File: src/rtl/inv_seq_pkg.sv
package inv_seq_pkg;

  typedef enum logic [2:0] {
    ST_IDLE,
    ST_PRE,
    ST_MASK,
    ST_CMD,
    ST_WAIT,
    ST_FIN
  } seq_state_e;

  localparam logic WR_SEL_MASK = 1'b0;
  localparam logic WR_SEL_CMD  = 1'b1;

endpackage

File: src/rtl/inv_span_prep.sv
// Classifies an incoming span and produces its line-rounded bounds.
module inv_span_prep #(
  parameter int AW         = 32,
  parameter int LINE_BYTES = 16
) (
  input  logic [AW-1:0] start_i,
  input  logic [AW-1:0] end_i,
  input  logic          en_i,
  input  logic          wb_i,
  output logic [AW-1:0] first_o,
  output logic [AW-1:0] last_o,
  output logic          redirect_o,
  output logic          skip_o
);
  localparam int            LSH       = $clog2(LINE_BYTES);
  localparam logic [AW-1:0] LINE_M1   = AW'(LINE_BYTES - 1);
  localparam logic [AW-1:0] LINE_KEEP = ~LINE_M1;

  logic          misaligned;
  logic [AW-1:0] end_up;

  assign misaligned = (|start_i[LSH-1:0]) | (|end_i[LSH-1:0]);
  assign end_up     = (end_i + LINE_M1) & LINE_KEEP;

  // write-through rounds outward, write-back keeps aligned bounds
  assign first_o    = wb_i ? start_i : (start_i & LINE_KEEP);
  assign last_o     = wb_i ? end_i : end_up;

  // takes priority over the enable check
  assign redirect_o = wb_i & misaligned;

  assign skip_o     = ~redirect_o & (~en_i | (last_o <= first_o));
endmodule

File: src/rtl/inv_msb_pick.sv
// Isolates the highest set bit of a word.
module inv_msb_pick #(
  parameter int W = 32
) (
  input  logic [W-1:0] x_i,
  output logic [W-1:0] y_o
);
  logic [W-1:0] hi_any;

  for (genvar i = 0; i < W; i++) begin : g_bit
    if (i == W - 1) begin : g_top
      assign hi_any[i] = 1'b0;
    end else begin : g_low
      assign hi_any[i] = hi_any[i+1] | x_i[i+1];
    end
    assign y_o[i] = x_i[i] & ~hi_any[i];
  end
endmodule

File: src/rtl/inv_chunk_sizer.sv
// Picks the next chunk size and the mask that goes with it.
module inv_chunk_sizer #(
  parameter int AW = 32
) (
  input  logic [AW-1:0] cur_i,
  input  logic [AW-1:0] rem_i,
  output logic [AW-1:0] chunk_o,
  output logic [AW-1:0] mask_o
);
  logic [AW-1:0] low_bit;
  logic [AW-1:0] align_sz;
  logic [AW-1:0] rem_top;

  assign low_bit  = cur_i & (~cur_i + AW'(1));
  // at address zero the alignment limit is the whole remaining span
  assign align_sz = (cur_i == '0) ? rem_i : low_bit;

  inv_msb_pick #(.W(AW)) u_msb (
    .x_i(rem_i),
    .y_o(rem_top)
  );


  assign chunk_o = (rem_i > align_sz) ? align_sz : rem_top;

  assign mask_o  = ~(chunk_o - AW'(1));
endmodule

File: src/rtl/inv_range_seq.sv
module inv_range_seq
  import inv_seq_pkg::*;
#(
  parameter int AW         = 32,
  parameter int LINE_BYTES = 16,
  parameter int CMD_BIT    = 0
) (
  input  logic          clk,
  input  logic          rst_n,
  input  logic          req_valid,
  output logic          req_ready,
  input  logic [AW-1:0] req_start,
  input  logic [AW-1:0] req_end,
  input  logic          cache_en,
  input  logic          wb_mode,
  input  logic          pe_busy,
  output logic          reg_wr_en,
  output logic          reg_wr_sel,
  output logic [AW-1:0] reg_wr_data,
  output logic          done,
  output logic          redirect
);
  localparam logic [AW-1:0] CMD_ONE = {{(AW-1){1'b0}}, 1'b1} << CMD_BIT;

  seq_state_e    state_q;
  logic [AW-1:0] cur_q, last_q, rem_q, chunk_q;
  logic          redir_q;

  logic [AW-1:0] p_first, p_last;
  logic          p_redir, p_skip;
  logic [AW-1:0] c_chunk, c_mask;
  logic [AW-1:0] next_cur;

  inv_span_prep #(.AW(AW), .LINE_BYTES(LINE_BYTES)) u_prep (
    .start_i   (req_start),
    .end_i     (req_end),
    .en_i      (cache_en),
    .wb_i      (wb_mode),
    .first_o   (p_first),
    .last_o    (p_last),
    .redirect_o(p_redir),
    .skip_o    (p_skip)
  );

  inv_chunk_sizer #(.AW(AW)) u_size (
    .cur_i  (cur_q),
    .rem_i  (rem_q),
    .chunk_o(c_chunk),
    .mask_o (c_mask)
  );

  assign next_cur = cur_q + chunk_q;

  always_ff @(posedge clk) begin
    if (!rst_n) begin
      state_q <= ST_IDLE;
      cur_q   <= '0;
      last_q  <= '0;
      rem_q   <= '0;
      chunk_q <= '0;
      redir_q <= 1'b0;
    end else begin
      case (state_q)
        ST_IDLE: begin
          if (req_valid) begin
            redir_q <= p_redir;
            cur_q   <= p_first;
            last_q  <= p_last;
            rem_q   <= p_last - p_first;
            state_q <= (p_redir || p_skip) ? ST_FIN : ST_PRE;
          end
        end
        // hold until the engine is idle
        ST_PRE:  if (!pe_busy) state_q <= ST_MASK;
        ST_MASK: begin
          chunk_q <= c_chunk;
          state_q <= ST_CMD;
        end
        ST_CMD:  state_q <= ST_WAIT;
        // advance only once busy has dropped
        ST_WAIT: begin
          if (!pe_busy) begin
            cur_q   <= next_cur;
            rem_q   <= rem_q - chunk_q;
            state_q <= (next_cur < last_q) ? ST_MASK : ST_FIN;
          end
        end
        ST_FIN: begin
          redir_q <= 1'b0;
          state_q <= ST_IDLE;
        end
        default: state_q <= ST_IDLE;
      endcase
    end
  end

  assign req_ready   = (state_q == ST_IDLE);
  assign reg_wr_en   = (state_q == ST_MASK) || (state_q == ST_CMD);
  assign reg_wr_sel  = (state_q == ST_CMD) ? WR_SEL_CMD : WR_SEL_MASK;
  assign reg_wr_data = (state_q == ST_MASK) ? c_mask : (cur_q | CMD_ONE);
  assign done        = (state_q == ST_FIN);
  assign redirect    = (state_q == ST_FIN) && redir_q;
endmodule

File: config.mk
export PLATFORM = sky130hd
export DESIGN_NAME = inv_range_seq
export DESIGN_NICKNAME = d
export VERILOG_FILES = /design/src/rtl/inv_seq_pkg.sv /design/src/rtl/inv_span_prep.sv /design/src/rtl/inv_msb_pick.sv /design/src/rtl/inv_chunk_sizer.sv /design/src/rtl/inv_range_seq.sv
export SDC_FILE = /design/constraint.sdc
export NUM_CORES = 1
export LEC_CHECK = 0
export ABC_AREA = 0
export BUFFER_PORTS_ARGS = -buffer_cell sky130_fd_sc_hd__buf_2
export CORE_ASPECT_RATIO = 1.1
export CORE_MARGIN = 2
export CORE_UTILIZATION = 39
export DETAILED_ROUTE_END_ITERATION = 10
export GPL_TIMING_DRIVEN = 0
export PLACE_DENSITY = 0.68
export SLEW_MARGIN = 20
export SYNTH_ARGS = -nofsm -noshare
export SYNTH_HDL_FRONTEND = slang
export SYNTH_SLANG_ARGS = --single-unit
File: constraint.sdc
create_clock -name clk -period 8.2 [get_ports clk]
set_clock_uncertainty 0.05 [all_clocks]
set_input_delay 1.23 -clock clk [delete_from_list [all_inputs] [get_ports clk]]
set_output_delay 1.23 -clock clk [all_outputs]
set_load 0.01 [all_outputs]
* Yosys cells after proc, flatten, opt, wreduce, memory -nomap -nowiden
Cells that the tools add are included.
** Storage, ports and cells
- Output and inout port bits :: 37
- Register bits after elaboration :: 132
** Operators by class
- Add/sub/neg operators :: 6
- Equal/unequal tests :: 8
- Reduce and logical (&&, ||, !) cells :: 13
- Bitwise operators :: 101
- Mux-type cells :: 20
- Order comparisons :: 3
** Operators with widths (count)
- 32-bit two-way mux :: 8
- 32-bit one-hot mux with 2 select lines :: 2
- 32-bit NOT :: 2
- 32-bit subtractor :: 2
- 1-bit bitwise AND :: 33
- 1-bit NOT :: 33
- 32-bit by 1-bit adder with 32-bit output (second input constant) :: 1
- 32-bit adder :: 1
- 32-bit by 4-bit adder with 32-bit output (second input constant) :: 1
- 32-bit bitwise AND :: 1
- 32-bit greater-than comparator :: 1
- 32-bit less-or-equal comparator :: 1
- 32-bit zero test :: 1
- 32-bit < comparator :: 1
- 1-bit OR :: 32
- 32-bit by 1-bit subtractor with 32-bit output (second input constant) :: 1
- 3-bit two-way mux :: 5
- 3-bit one-hot mux with 5 select lines :: 1
- 4-bit OR reduction :: 2
- 3-bit by 2-bit equality test with 1-bit output (second input constant) :: 2
- 3-bit equality test (second input constant) :: 2
- 2-bit inequality test (second input constant) :: 3
- 3-bit AND reduction :: 2
- 4-bit two-way mux :: 1
- other kinds (8) :: 12

* Depth between registers and ports, before layout
- Word-level depth :: 36
- Gate-level depth with buffers :: 25
- Mapped depth without buffers :: 21

* By module
A second synthesis with hierarchy kept.
** Unflattened totals
- Cells, all modules :: 2292
- Area, all modules :: 16303.1 um2
** By module, submodules not included
- inv_range_seq :: cells an instance 1529, instances 1, area each 11238.3 um2
- inv_chunk_sizer :: cells an instance 461, instances 1, area each 2994.1 um2
- inv_span_prep :: cells an instance 233, instances 1, area each 1611.5 um2
- inv_msb_pick :: cells an instance 69, instances 1, area each 459.2 um2

* Worst setup path after synthesis
No wires, ideal clock.
- Kind :: reg2out
- Start point :: reg cur_q[13]
- End point :: out reg_wr_data[12]
- Stages on the path, launching flop included :: 25
- Data required time :: 6920 ps
- Buffers on the path :: 7
- Arrival :: 5481 ps
- Setup slack :: 1439 ps
- Cells stage by stage :: dfxtp_1 > or4_1 > buf_2 > nor4_4 > and3b_1 > buf_2 > buf_2 > buf_2 > a32oi_1 > ha_1 > a2111oi_0 > nand2_1 > o221ai_1 > o2111ai_1 > o211ai_2 > buf_4 > buf_2 > buf_1 > nor2_1 > a31oi_1 > ha_1 > and2_1 > nand3_1 > or2_2 > a21oi_1
** On the way
- Word-level cells in the longest chain between the ends :: 9
** Ends and longest elaborated chain
- start, declared :: RTL line inv_range_seq.sv:26 : logic [AW-1:0] cur_q, last_q, rem_q, chunk_q;
- start signal, assigned :: RTL line inv_range_seq.sv:67 : cur_q <= p_first;
- start signal, assigned :: RTL line inv_range_seq.sv:83 : cur_q <= next_cur;
- 32-bit NOT :: RTL line inv_chunk_sizer.sv:14 : assign low_bit = cur_i & (~cur_i + AW'(1));
- 32-bit by 1-bit adder with 32-bit output :: RTL line inv_chunk_sizer.sv:14
- 32-bit bitwise AND :: RTL line inv_chunk_sizer.sv:14
- 32-bit two-way mux (*) :: RTL line inv_chunk_sizer.sv:16 : assign align_sz = (cur_i == '0) ? rem_i : low_bit;
- 32-bit greater-than comparator :: RTL line inv_chunk_sizer.sv:24 : assign chunk_o = (rem_i > align_sz) ? align_sz : rem_top;
- 32-bit two-way mux (*) :: RTL line inv_chunk_sizer.sv:24
- 32-bit by 1-bit subtractor with 32-bit output (*) :: RTL line inv_chunk_sizer.sv:26 : assign mask_o = ~(chunk_o - AW'(1));
- 32-bit NOT (*) :: RTL line inv_chunk_sizer.sv:26
- 32-bit two-way mux (*) :: RTL line inv_range_seq.sv:100 : assign reg_wr_data = (state_q == ST_MASK) ? c_mask : (cur_q | CMD_ONE);
- end, declared :: RTL line inv_range_seq.sv:19 : output logic [AW-1:0] reg_wr_data,
Mark *: on every way between the ends. The rest lies on a longest branch, timed or not.

* Worst setup path after layout
Same ends and word-level chain as after synthesis.

==> summary.md <==
| Metric | Value |
|---|---|
| Outcome | `finished clean` |
| CTS tree | `built` |
| Synth Register Bits | `132` |
| Slew headroom | `20.1%` |
| Top FF cell, synth | `dfxtp_1` |
| # fillers | `3833` |
| Final hold violation count | `0` |
| Port bufs | `106` |
| Synth Area in Adders | `14.1%` |
| Worst path buffer plus inverter count | `7` |
| Period minus WS final | `8.00 ns` |
| Vias post-DR | `16.0k` |
| Drt initial violations | `1591` |
| Xor/xnor share of the synthesized area | `7.77%` |
| Core Footprint | `36900 um^2` |
| Clock sink count | `132` |
| Critical Path Start | `cur_q[13]$_SDFFE_PN0P_` |
| Register-to-Register Setup Slack | `2.47 ns` |
| Skew-Pair Late Insertion Delay | `0.45 ns` |
| Via density | `6.06` |
| First-pass GRT wire length | `89500 um` |
| Delay-heaviest family, CP | `simple AND/OR/NAND/NOR gates` |
| CP max stage delay | `0.52 ns` |
| Sequential area share after synthesis | `18.2%` |
| Hold-fix buffers at CTS | `0` |
| Synth Cell Area | `14500 um^2` |
| Antenna Nets Post-Route | `0` |
| Die Y | `206 um` |
| P per Cell Area | `467 nW/um^2` |
| Area delta synth->final | `12.8%` |
| Period Utilization, post-route | `97.5%` |
| Pin count of the biggest net entering global routing | `17` |
| GP Congestion | `0.958` |
| Number of synthesized flops with an enable pin | `0` |
| Max-cap violations | `0` |
| DR DRC count | `0` |
| Fin area | `16400 um^2` |
| H-tree depth | `4` |
| Placed Area | `15700 um^2` |
| Switch share | `55.8%` |
| Number of diodes | `0` |
| Num CTS Buffers | `17` |
| Antenna violations before repair | `1` |
| Worst Tran Pin Value | `1.19 ns` |
| Yosys warns | `0` |
| Static Leak | `0.00703 uW` |
| Worst-path clk slew | `0.06 ns` |
| Maximum vdd drop | `219 uV` |
| GRT Total Usage | `30.1%` |
| Required time of the critical path | `6.92 ns` |
| Worst R2R Start | `cur_q[13]$_SDFFE_PN0P_` |
| Post-synthesis mux area share | `1.39%` |
| Die Wd | `188 um` |
| Initial core utilization | `39.3%` |
| Pins Over Slew Limit | `0` |
| Area share of the largest cell type after synthesis | `18.2%` |
| Peak Freq | `0.125 GHz` |
| Clock Tree Root | `clkbuf_16` |
| Final HPWL DP | `48000 um` |
| Final setup vio count | `0` |
| Worst hold slack | `0.407 ns` |
| CP Capture Type | `output pin` |
| # rows | `74` |
| Yosys cell types | `83` |
| I/O Pins | `107` |
| GRT overflow | `0` |
| Net Count, Synth | `2244` |
| Clk pwr share | `9.0%` |
| Crit start category | `flip-flop` |
| Worst path slowest cell | `or4_1` |
| DRT Wirelength | `58900 um` |
| Fin nets | `2375` |
| Sw power | `4270 uW` |
| Max FO, Critical Path | `10` |
| WL/cell | `22.2 um` |
| Largest area contributor in the netlist | `dfxtp_1` |
| HP Class | `flip-flop to flip-flop` |
| Data arrival, critical path | `6.72 ns` |
| Top-count cell post-synth | `nor2_1` |
| Most frequent cells after synthesis | `202 x nor2_1, 182 x nand2_1, 159 x ha_1, 150 x a21oi_1, 138 x inv_1` |
| Hold_sp | `last_q[3]$_SDFFE_PN0P_` |
| Pint | `3390 uW` |
| Layout cells sized above 1 | `9.65%` |
| Synth Area in Compound Gates | `28.7%` |
| Comb pwr share | `74.8%` |
| Post-Synth Simple-Gate Area | `23.7%` |
| Worst setup path class | `flip-flop to output pin` |
| Final Util | `44.4%` |
| Largest family of logic cells by synthesized area | `compound AO/OA/AOI/OAI gates` |
| Seq pwr share | `16.2%` |
| Number of global-route vias before repair | `15.3k` |
| Longest Clk Path Bufs | `2` |
| Area contributors post-synth | `dfxtp_1 18%, ha_1 14%, nor2_1 5.2%` |
| Synth Instances | `2012` |
| Post-synth ARST share | `0%` |
| Pre-Repair DR Iteration Count | `6` |
| Full die area | `38800 um^2` |
| Mean post-synth cell area | `7.22 um^2` |
[flip-flops by register name, summed over array words and instances (netlist names)]
name	flops
rem_q	32
redir_q	1
last_q	32
cur_q	32
chunk_q	32
state_q	3
[cells in the final DEF, fill, tap and decap left out, types with 15 or more instances in the layout]
master       n
ha_1       157
a21oi_1    148
nor2_1     201
nor4_1      15
a21o_1      67
a211oi_1    79
nand2b_1    26
or3_1       20
o211ai_1    17
o21ai_0    124
a31oi_1     33
xor2_1      48
nor3_1      55
buf_2      114
dfxtp_1    129
nand3_1     54
inv_1      138
and2_1      17
clkbuf_16   17
clkbuf_1    78
o21a_1      28
xnor2_1     81
nor2b_1     15
nand4_1     32
nand2_1    181
and3_1      18
[area by class of cell]
type	count	area, um^2	area share, %
clock buffer	20	437	2.66
sequential	132	2650	16.1
clock inverter	11	65.1	0.397
multi-input combinational	1648	11100	67.9
tap	494	618	3.77
inverter	138	518	3.16
timing repair buffer	112	576	3.51
buffer	94	405	2.47
[power by group through the flow]
stage / logic [uW] / registers [uW] / clock network [uW]
after floorplan: 3870 / 1050 / 0
after global placement: 5350 / 1220 / 0
after detailed placement: 5380 / 1220 / 0
after CTS: 5580 / 1210 / 692
after global routing: 6210 / 1260 / 715
final: 5730 / 1240 / 688
[kinds of logic (layout without fill, tap and decap cells)]
group | Yosys count | after routing
buffers and inverters | 232 | 375
XOR/XNOR | 129 | 129
AND/OR/NAND/NOR | 702 | 702
flip-flops | 132 | 132
multiplexers | 19 | 19
AO/OA/AOI/OAI | 636 | 636
adder cells (fa/ha/maj) | 162 | 162
[through the flow]
stage | setup slack, ns | setup TNS, ns | power (uW) | instances
after floorplan | 1.44 | 0 | 4920 | 2012
after detailed placement | -1.28 | -16.52 | 6600 | 2612
after global placement | -1.42 | -19.75 | 6570 | 2612
after global routing | -0.00166 | -0.00183 | 8190 | 2649
after CTS | 0.0128 | 0 | 7490 | 2648
final | 0.201 | 0 | 7660 | 2649
[routing by layer]
layer | track usage [%] | vias to the layer above | part of all wire, %
li1 | - | 7607 | -
met1 | 39.4 | 7546 | 43
met2 | 49.4 | 766 | 45
met3 | 2.67 | 129 | 7.3
met4 | 15.9 | 0 | 5.1
met5 | 0 | - | 0
[final timing paths]
check        depth (start not counted)                  endpoint
max                                 26           reg_wr_data[12]
min                                  2    last_q[3]$_SDFFE_PN0P_
max reg2reg                         19  chunk_q[28]$_SDFFE_PN0N_
min reg2reg                          2    last_q[3]$_SDFFE_PN0P_
[worst reg2reg max path: cells and delay by family (launching register included)]
family | cells | cell delay (ns)
AO/OA/AOI/OAI | 6 | 1.04
adder cells (fa/ha/maj) | 1 | 0.29
buffers and inverters | 5 | 1.57
flip-flops | 1 | 0.39
AND/OR/NAND/NOR | 7 | 2.28
[timing repair]
action	4_1_cts	5_1_grt
resized for setup	31	10
pin swaps	4	2
setup endpoints to repair	32	11
setup buffers	5	1
Power figures use the tool's default switching activity.
